File: src/rtl/xbw_pkg.sv
package xbw_pkg;
    localparam int XBW_WAIT_W = 3;
    localparam int XBW_CTL_W  = XBW_WAIT_W + 3;

    typedef enum logic [1:0] {
        MRG_EXT_ONLY = 2'b00,
        MRG_CNT_ONLY = 2'b01,
        MRG_BOTH     = 2'b10,
        MRG_EITHER   = 2'b11
    } merge_e;

    typedef enum logic [1:0] {
        ST_IDLE = 2'd0,
        ST_NULL = 2'd1,
        ST_XFER = 2'd2
    } bus_st_e;

    typedef struct packed {
        logic                  bank_chk;
        merge_e                merge;
        logic [XBW_WAIT_W-1:0] waits;
    } ctl_t;

    localparam ctl_t CTL_RESET = '{bank_chk: 1'b0, merge: MRG_EITHER, waits: '1};
endpackage

File: src/rtl/xbw_ctl_reg.sv
module xbw_ctl_reg
    import xbw_pkg::*;
(
    input  logic                 clk,
    input  logic                 rst_n,
    input  logic                 we,
    input  logic [XBW_CTL_W-1:0] wdata,
    output ctl_t                 ctl
);
    ctl_t ctl_q;

    always_ff @(posedge clk or negedge rst_n) begin
        if (!rst_n) begin
            ctl_q <= CTL_RESET;
        end else if (we) begin
            ctl_q <= ctl_t'(wdata);
        end
    end

    assign ctl = ctl_q;
endmodule

File: src/rtl/xbw_wait_merge.sv
module xbw_wait_merge
    import xbw_pkg::*;
#(
    parameter int WAIT_W = XBW_WAIT_W
) (
    input  logic              clk,
    input  logic              rst_n,
    input  logic              load,
    input  logic              active,
    input  logic [WAIT_W-1:0] load_val,
    input  merge_e            merge,
    input  logic              ext_rdy,
    output logic              rdy
);
    logic [WAIT_W-1:0] cnt_q;
    logic              expired;

    assign expired = (cnt_q == '0);

    always_ff @(posedge clk or negedge rst_n) begin
        if (!rst_n) begin
            cnt_q <= '0;
        end else if (load) begin
            cnt_q <= load_val;
        end else if (active && !expired) begin
            cnt_q <= cnt_q - 1'b1;
        end
    end

    always_comb begin
        unique case (merge)
            MRG_EXT_ONLY: rdy = ext_rdy;
            MRG_CNT_ONLY: rdy = expired;
            MRG_BOTH:     rdy = expired && ext_rdy;
            MRG_EITHER:   rdy = expired || ext_rdy;
            default:      rdy = expired;
        endcase
    end


    cnt_steps_down_chk: assert property (@(posedge clk) disable iff (!rst_n)
        (active && !load && !expired) |=> (cnt_q == $past(cnt_q) - 1'b1));
endmodule

File: src/rtl/xbw_bank_track.sv
module xbw_bank_track #(
    parameter int BANK_W = 8
) (
    input  logic              clk,
    input  logic              rst_n,
    input  logic              capture,
    input  logic [BANK_W-1:0] bank_in,
    output logic              miss
);
    logic [BANK_W-1:0] last_q;

    always_ff @(posedge clk or negedge rst_n) begin
        if (!rst_n) begin
            last_q <= '0;
        end else if (capture) begin
            last_q <= bank_in;
        end
    end

    assign miss = (bank_in != last_q);


    bank_hold_chk: assert property (@(posedge clk) disable iff (!rst_n)
        !capture |=> $stable(last_q));
endmodule

File: src/rtl/xbw_page_dec.sv
module xbw_page_dec #(
    parameter int PAGES = 4
) (
    input  logic                     clk,
    input  logic                     rst_n,
    input  logic                     stb,
    input  logic [$clog2(PAGES)-1:0] sel,
    output logic [PAGES-1:0]         page_stb
);
    localparam int SEL_W = $clog2(PAGES);

    for (genvar k = 0; k < PAGES; k++) begin : g_page
        assign page_stb[k] = stb && (sel == SEL_W'(k));
    end


    page_onehot_chk: assert property (@(posedge clk) disable iff (!rst_n)
        stb |-> ($countones(page_stb) == 1));
endmodule

File: src/rtl/xbus_wait_ctrl.sv
module xbus_wait_ctrl
    import xbw_pkg::*;
#(
    parameter int ADDR_W = 24,
    parameter int BANK_W = 8,
    parameter int PAGES  = 4
) (
    input  logic                 clk,
    input  logic                 rst_n,
    input  logic                 ctl_we,
    input  logic [XBW_CTL_W-1:0] ctl_wdata,
    input  logic                 req,
    input  logic                 req_wr,
    input  logic [ADDR_W-1:0]    req_addr,
    input  logic                 ext_rdy,
    output logic                 bus_stb,
    output logic                 bus_wr,
    output logic [ADDR_W-1:0]    bus_addr,
    output logic [PAGES-1:0]     page_stb,
    output logic                 done,
    output logic                 stall
);
    localparam int SEL_W = $clog2(PAGES);

    bus_st_e           state, nxt;
    ctl_t              ctl;
    logic              take;
    logic              bank_miss;
    logic              rdy;
    logic              done_q;
    logic              wr_q;
    logic [ADDR_W-1:0] addr_q;

    xbw_ctl_reg u_ctl (
        .clk   (clk),
        .rst_n (rst_n),
        .we    (ctl_we),
        .wdata (ctl_wdata),
        .ctl   (ctl)
    );

    xbw_wait_merge #(.WAIT_W(XBW_WAIT_W)) u_wait (
        .clk      (clk),
        .rst_n    (rst_n),
        .load     (take),
        .active   (state == ST_XFER),
        .load_val (ctl.waits),
        .merge    (ctl.merge),
        .ext_rdy  (ext_rdy),
        .rdy      (rdy)
    );

    xbw_bank_track #(.BANK_W(BANK_W)) u_bank (
        .clk     (clk),
        .rst_n   (rst_n),
        .capture (take),
        .bank_in (req_addr[ADDR_W-1 -: BANK_W]),
        .miss    (bank_miss)
    );

    xbw_page_dec #(.PAGES(PAGES)) u_page (
        .clk      (clk),
        .rst_n    (rst_n),
        .stb      (bus_stb),
        .sel      (addr_q[ADDR_W-1 -: SEL_W]),
        .page_stb (page_stb)
    );

    assign take = req && (state == ST_IDLE);

    // State register
    always_ff @(posedge clk or negedge rst_n) begin
        if (!rst_n) begin
            state  <= ST_IDLE;
            done_q <= 1'b0;
            wr_q   <= 1'b0;
            addr_q <= '0;
        end else begin
            state  <= nxt;
            done_q <= (state == ST_XFER) && rdy;
            if (take) begin
                wr_q   <= req_wr;
                addr_q <= req_addr;
            end
        end
    end

    // Next-state decision
    always_comb begin
        nxt = state;
        unique case (state)
            ST_IDLE: begin
                if (req) begin
                    if (!req_wr && ctl.bank_chk && bank_miss) nxt = ST_NULL;
                    else                                      nxt = ST_XFER;
                end
            end
            ST_NULL: nxt = ST_XFER;
            ST_XFER: if (rdy) nxt = ST_IDLE;
            default: nxt = ST_IDLE;
        endcase
    end

    // Outputs
    always_comb begin
        bus_stb  = (state == ST_XFER);
        bus_wr   = wr_q;
        bus_addr = addr_q;
        done     = done_q;
        stall    = req && (state != ST_IDLE);
    end


    null_only_read_chk: assert property (@(posedge clk) disable iff (!rst_n)
        (state == ST_NULL) |-> !wr_q);


    null_single_chk: assert property (@(posedge clk) disable iff (!rst_n)
        (state == ST_NULL) |=> (state == ST_XFER));


    done_after_stb_chk: assert property (@(posedge clk) disable iff (!rst_n)
        done |-> ($past(bus_stb) && !bus_stb));


    write_taken_chk: assert property (@(posedge clk) disable iff (!rst_n)
        (req && req_wr && !stall) |=> (state != ST_IDLE));
endmodule

File: config.mk
export PLATFORM = sky130hd
export DESIGN_NAME = xbus_wait_ctrl
export DESIGN_NICKNAME = d
export VERILOG_FILES = /design/src/rtl/xbw_pkg.sv /design/src/rtl/xbw_ctl_reg.sv /design/src/rtl/xbw_wait_merge.sv /design/src/rtl/xbw_bank_track.sv /design/src/rtl/xbw_page_dec.sv /design/src/rtl/xbus_wait_ctrl.sv
export SDC_FILE = /design/constraint.sdc
export NUM_CORES = 1
export LEC_CHECK = 0
export ABC_CLOCK_PERIOD_IN_PS = 1600
export CORE_MARGIN = 5
export CORE_UTILIZATION = 40
export DETAILED_ROUTE_END_ITERATION = 12
export GPL_ROUTABILITY_DRIVEN = 0
export GPL_TIMING_DRIVEN = 0
export PLACE_DENSITY = 0.76
export RECOVER_POWER = 50
export SYNTH_ARGS = -nofsm -noshare
export SYNTH_HDL_FRONTEND = slang
export SYNTH_SLANG_ARGS = --single-unit
File: constraint.sdc
create_clock -name clk -period 1.6 [get_ports clk]
set_input_delay 0.24 -clock clk [delete_from_list [all_inputs] [get_ports clk]]
set_output_delay 0.24 -clock clk [all_outputs]
set_load 0.005 [all_outputs]
==> results.cfg <==
[outcome]
status = finished, final reports clean

[routing]
drtIter0Drc = 30
wl_mm = 3.93
num_vias = 1212
drtPass1Iterations = 4
ant_nets = 0
post_drt_wl_per_cell_um = 15.7
viasPerCell = 4.85
drc = 0

[place]
placedCellCount = 237
placed_cell_area_um2 = 2360
place_hpwl_mm = 3.00
io_buffers = 66
dpl_worst_slack_ns = -0.223

[synth]
synth_adder_area_share = 0.0152
ys_types = 29
synth_fp_nets = 159
synth_top_family_by_area = multiplexers
yosys_warnings = 0
synth_xor_area_frac = 0.0479
ys_seq_area_frac = 0.566
netlist_area_um2 = 1650
synthMuxAreaShare = 0.212
synth_area_per_cell_um2 = 13.6
ys_ff_latch = 37
synthCells = 121
synth_compound_area_frac = 0.0433
synth_simple_gate_area_frac = 0.0813

[sta]
worst_pin_slew_ns = 0.905
slew_viol_final = 0
rsz0062_at_grt = false
period_minus_slack_ns = 1.54
slew_headroom = 0.397
hold_violations = 0
fin_skew_ns = 0.00418
setup_viol = 0
fin_crit_sh = 0.964
timing.fmax_mhz = 649
setup_slack_ns = 0.0583

[die]
core_um2 = 4000
io_pins = 68
rows = 23
die_area_um2 = 5500
initial_core_util = 0.412
die_w_um = 74.2
die_h_um = 74.2

[worst_setup_path]
crit_arrival_ns = 1.30
cp_max_fo = 5
cp_num_buf_inv = 2
crit_chain = nand2b_4 > inv_4 > and3_1 > dlygate4sd2_1
worst-path-stages = 4
reg2regPathDepth = 5
rrSetupSlack_ns = 0.12
reg2reg_from = state[0]
cp_top_family = flip-flops
cp-endpoint = page_stb[3]
start_kind = register
required_ns = 1.36
endpoint_kind = output pin
cp_slowest_cell = dfrtp_2
critPathMaxStageDelay_ns = 0.46
r2r_end = bus_addr[1]
crit_start = state[1]
path_class = register to output pin

[clocking]
numCtsBuffers = 5
hold_buffers = 0
ctsHtreeMaxLevel = 2
cts_tree = done
insertion_delay_ns = 0.28
cts_sinks = 37
path_clk_slew_ns = 0.07
cts_root_buf = clkbuf_8
cts_buffer_depth = 2

[layout]
fin_cells = 250
area_growth_pct = 52.0
nets = 237
fillerInstances = 329
diodes = 0
drive_above_1_share = 0.295
fin_area_um2 = 2500

[grt]
antenna_found_initial = 0
overflow = 0
grt_pass1_wl_mm = 6.39
grt_pass1_vias = 1358
grt_max_degree = 38
grt_usage = 0.154

[pwr]
pwr-share-comb = 0.460
intPower_mw = 2.97
p_leak_nw = 1.05
p_sw_mw = 1.29
swShare = 0.303
p_per_area_nw_per_um2 = 1700
peakVddDrop_v = 0.00108
seqPwrFrac = 0.387
clockPowerShare = 0.153

[job]
drv_cap = 0

[worst_hold_path]
holdCritPathClass = primary input to asynchronous set/reset pin
[per-layer routing]
layer  up-vias  share of wire  wire, um  track usage
li1        580              -         -            -
met1       591           0.37      1450        0.164
met2        34           0.55      2160        0.284
met3         7          0.067       265       0.0473
met4         0          0.013        50       0.0543
met5         -              0         0            0
[logic make-up after synthesis]
family          count (synthesis)
fa+ha+maj                       2
xor+xnor                        9
buf+inv                         9
compound gates                 12
mux                            31
simple gates                   21
flops                          37
[worst min path at each step]
| stage | from | endpoint | slack [ns] | cells after the start |
|---|---|---|---|---|
| finish | rst_n | bus_addr[11] | 0.08 | 1 |
| global route | rst_n | bus_addr[8] | 0.15 | 1 |
| CTS | rst_n | bus_addr[11] | 0.08 | 1 |
| detailed placement | rst_n | bus_addr[8] | 0.38 | 1 |
| global placement | bus_addr[10] | bus_addr[10] | 0.47 | 1 |
| floorplan | rst_n | bus_addr[0] | -0.06 | 0 |
[area by class of cell]
type / instances / area [um2] / area share
Sequential cell: 37 / 936 / 0.374
Tap cell: 50 / 62.6 / 0.0250
Clock buffer: 8 / 90.1 / 0.0360
Inverter: 5 / 21.3 / 0.00850
Multi-Input combinational cell: 75 / 676 / 0.270
Buffer: 4 / 37.5 / 0.0150
Timing Repair Buffer: 71 / 679 / 0.272
[Yosys cell counts]
cell / instances / area share
a211oi_1: 1 / 0.0046
clkbuf_1: 1 / 0.0023
o21a_1: 1 / 0.0046
xnor2_1: 1 / 0.0053
inv_2: 1 / 0.0023
dfstp_2: 5 / 0.080
dfrtp_1: 32 / 0.49
nor3b_4: 1 / 0.011
mux2_2: 30 / 0.21
xor2_1: 8 / 0.043
and3_1: 2 / 0.0076
ha_1: 2 / 0.015
mux2_1: 1 / 0.0068
o21ai_0: 5 / 0.015
nor2b_1: 2 / 0.0076
nor3b_1: 2 / 0.0091
a31oi_1: 1 / 0.0038
and2_1: 1 / 0.0038
nand2b_2: 2 / 0.011
nor4_1: 2 / 0.0076
o22ai_1: 1 / 0.0038
buf_6: 3 / 0.021
a21oi_1: 2 / 0.0061
inv_1: 4 / 0.0091
nand2_1: 4 / 0.0091
nor3_1: 2 / 0.0061
nand2b_1: 1 / 0.0038
nor2_1: 2 / 0.0046
a211o_1: 1 / 0.0053
[sequential cells by signal, summed over array words and instances (netlist names)]
name and count:
u_wait.cnt_q 3, bus_wr 1, u_ctl.ctl 6, bus_addr 24, state 2, done 1
[repair_timing]
item                       in CTS  in global routing
setup endpoints to repair       6                 28
pin swaps                       0                  1
buffers inserted                4                  1
gates resized for setup        14                  6
[power by group through the flow]
stage / registers [mW] / logic (mW) / clock network (mW)
floorplan: 1.64 / 0.848 / 0
global placement: 1.62 / 1.89 / 0
detailed placement: 1.66 / 1.96 / 0
CTS: 1.65 / 2.02 / 0.678
global route: 1.71 / 2.14 / 0.717
finish: 1.65 / 1.96 / 0.652
[stage by stage]
| step | util | setup TNS (ns) | total power, mW | hold slack, ns |
|---|---|---|---|---|
| after floorplan | - | 0 | 2.49 | -0.0556 |
| after global placement | 0.592 | -20.30 | 3.51 | 0.472 |
| after detailed placement | 0.591 | -5.46 | 3.62 | 0.382 |
| after CTS | 0.623 | 0 | 4.35 | 0.0784 |
| after global routing | 0.626 | 0 | 4.56 | 0.154 |
| final | 0.626 | 0 | 4.26 | 0.0798 |
[placed cells by master (no fill, tap or decap), types with 4 or more instances in the layout]
cell | Yosys | final
clkdlybuf4s50_1 | 0 | 51
mux2_2 | 30 | 30
dfrtp_1 | 32 | 29
xor2_1 | 8 | 8
dlygate4sd3_1 | 0 | 8
clkbuf_8 | 0 | 6
o21ai_0 | 5 | 5
buf_4 | 0 | 5
inv_1 | 4 | 4
nand2_1 | 4 | 4
Note: power is estimated with default switching activity, not from simulation.
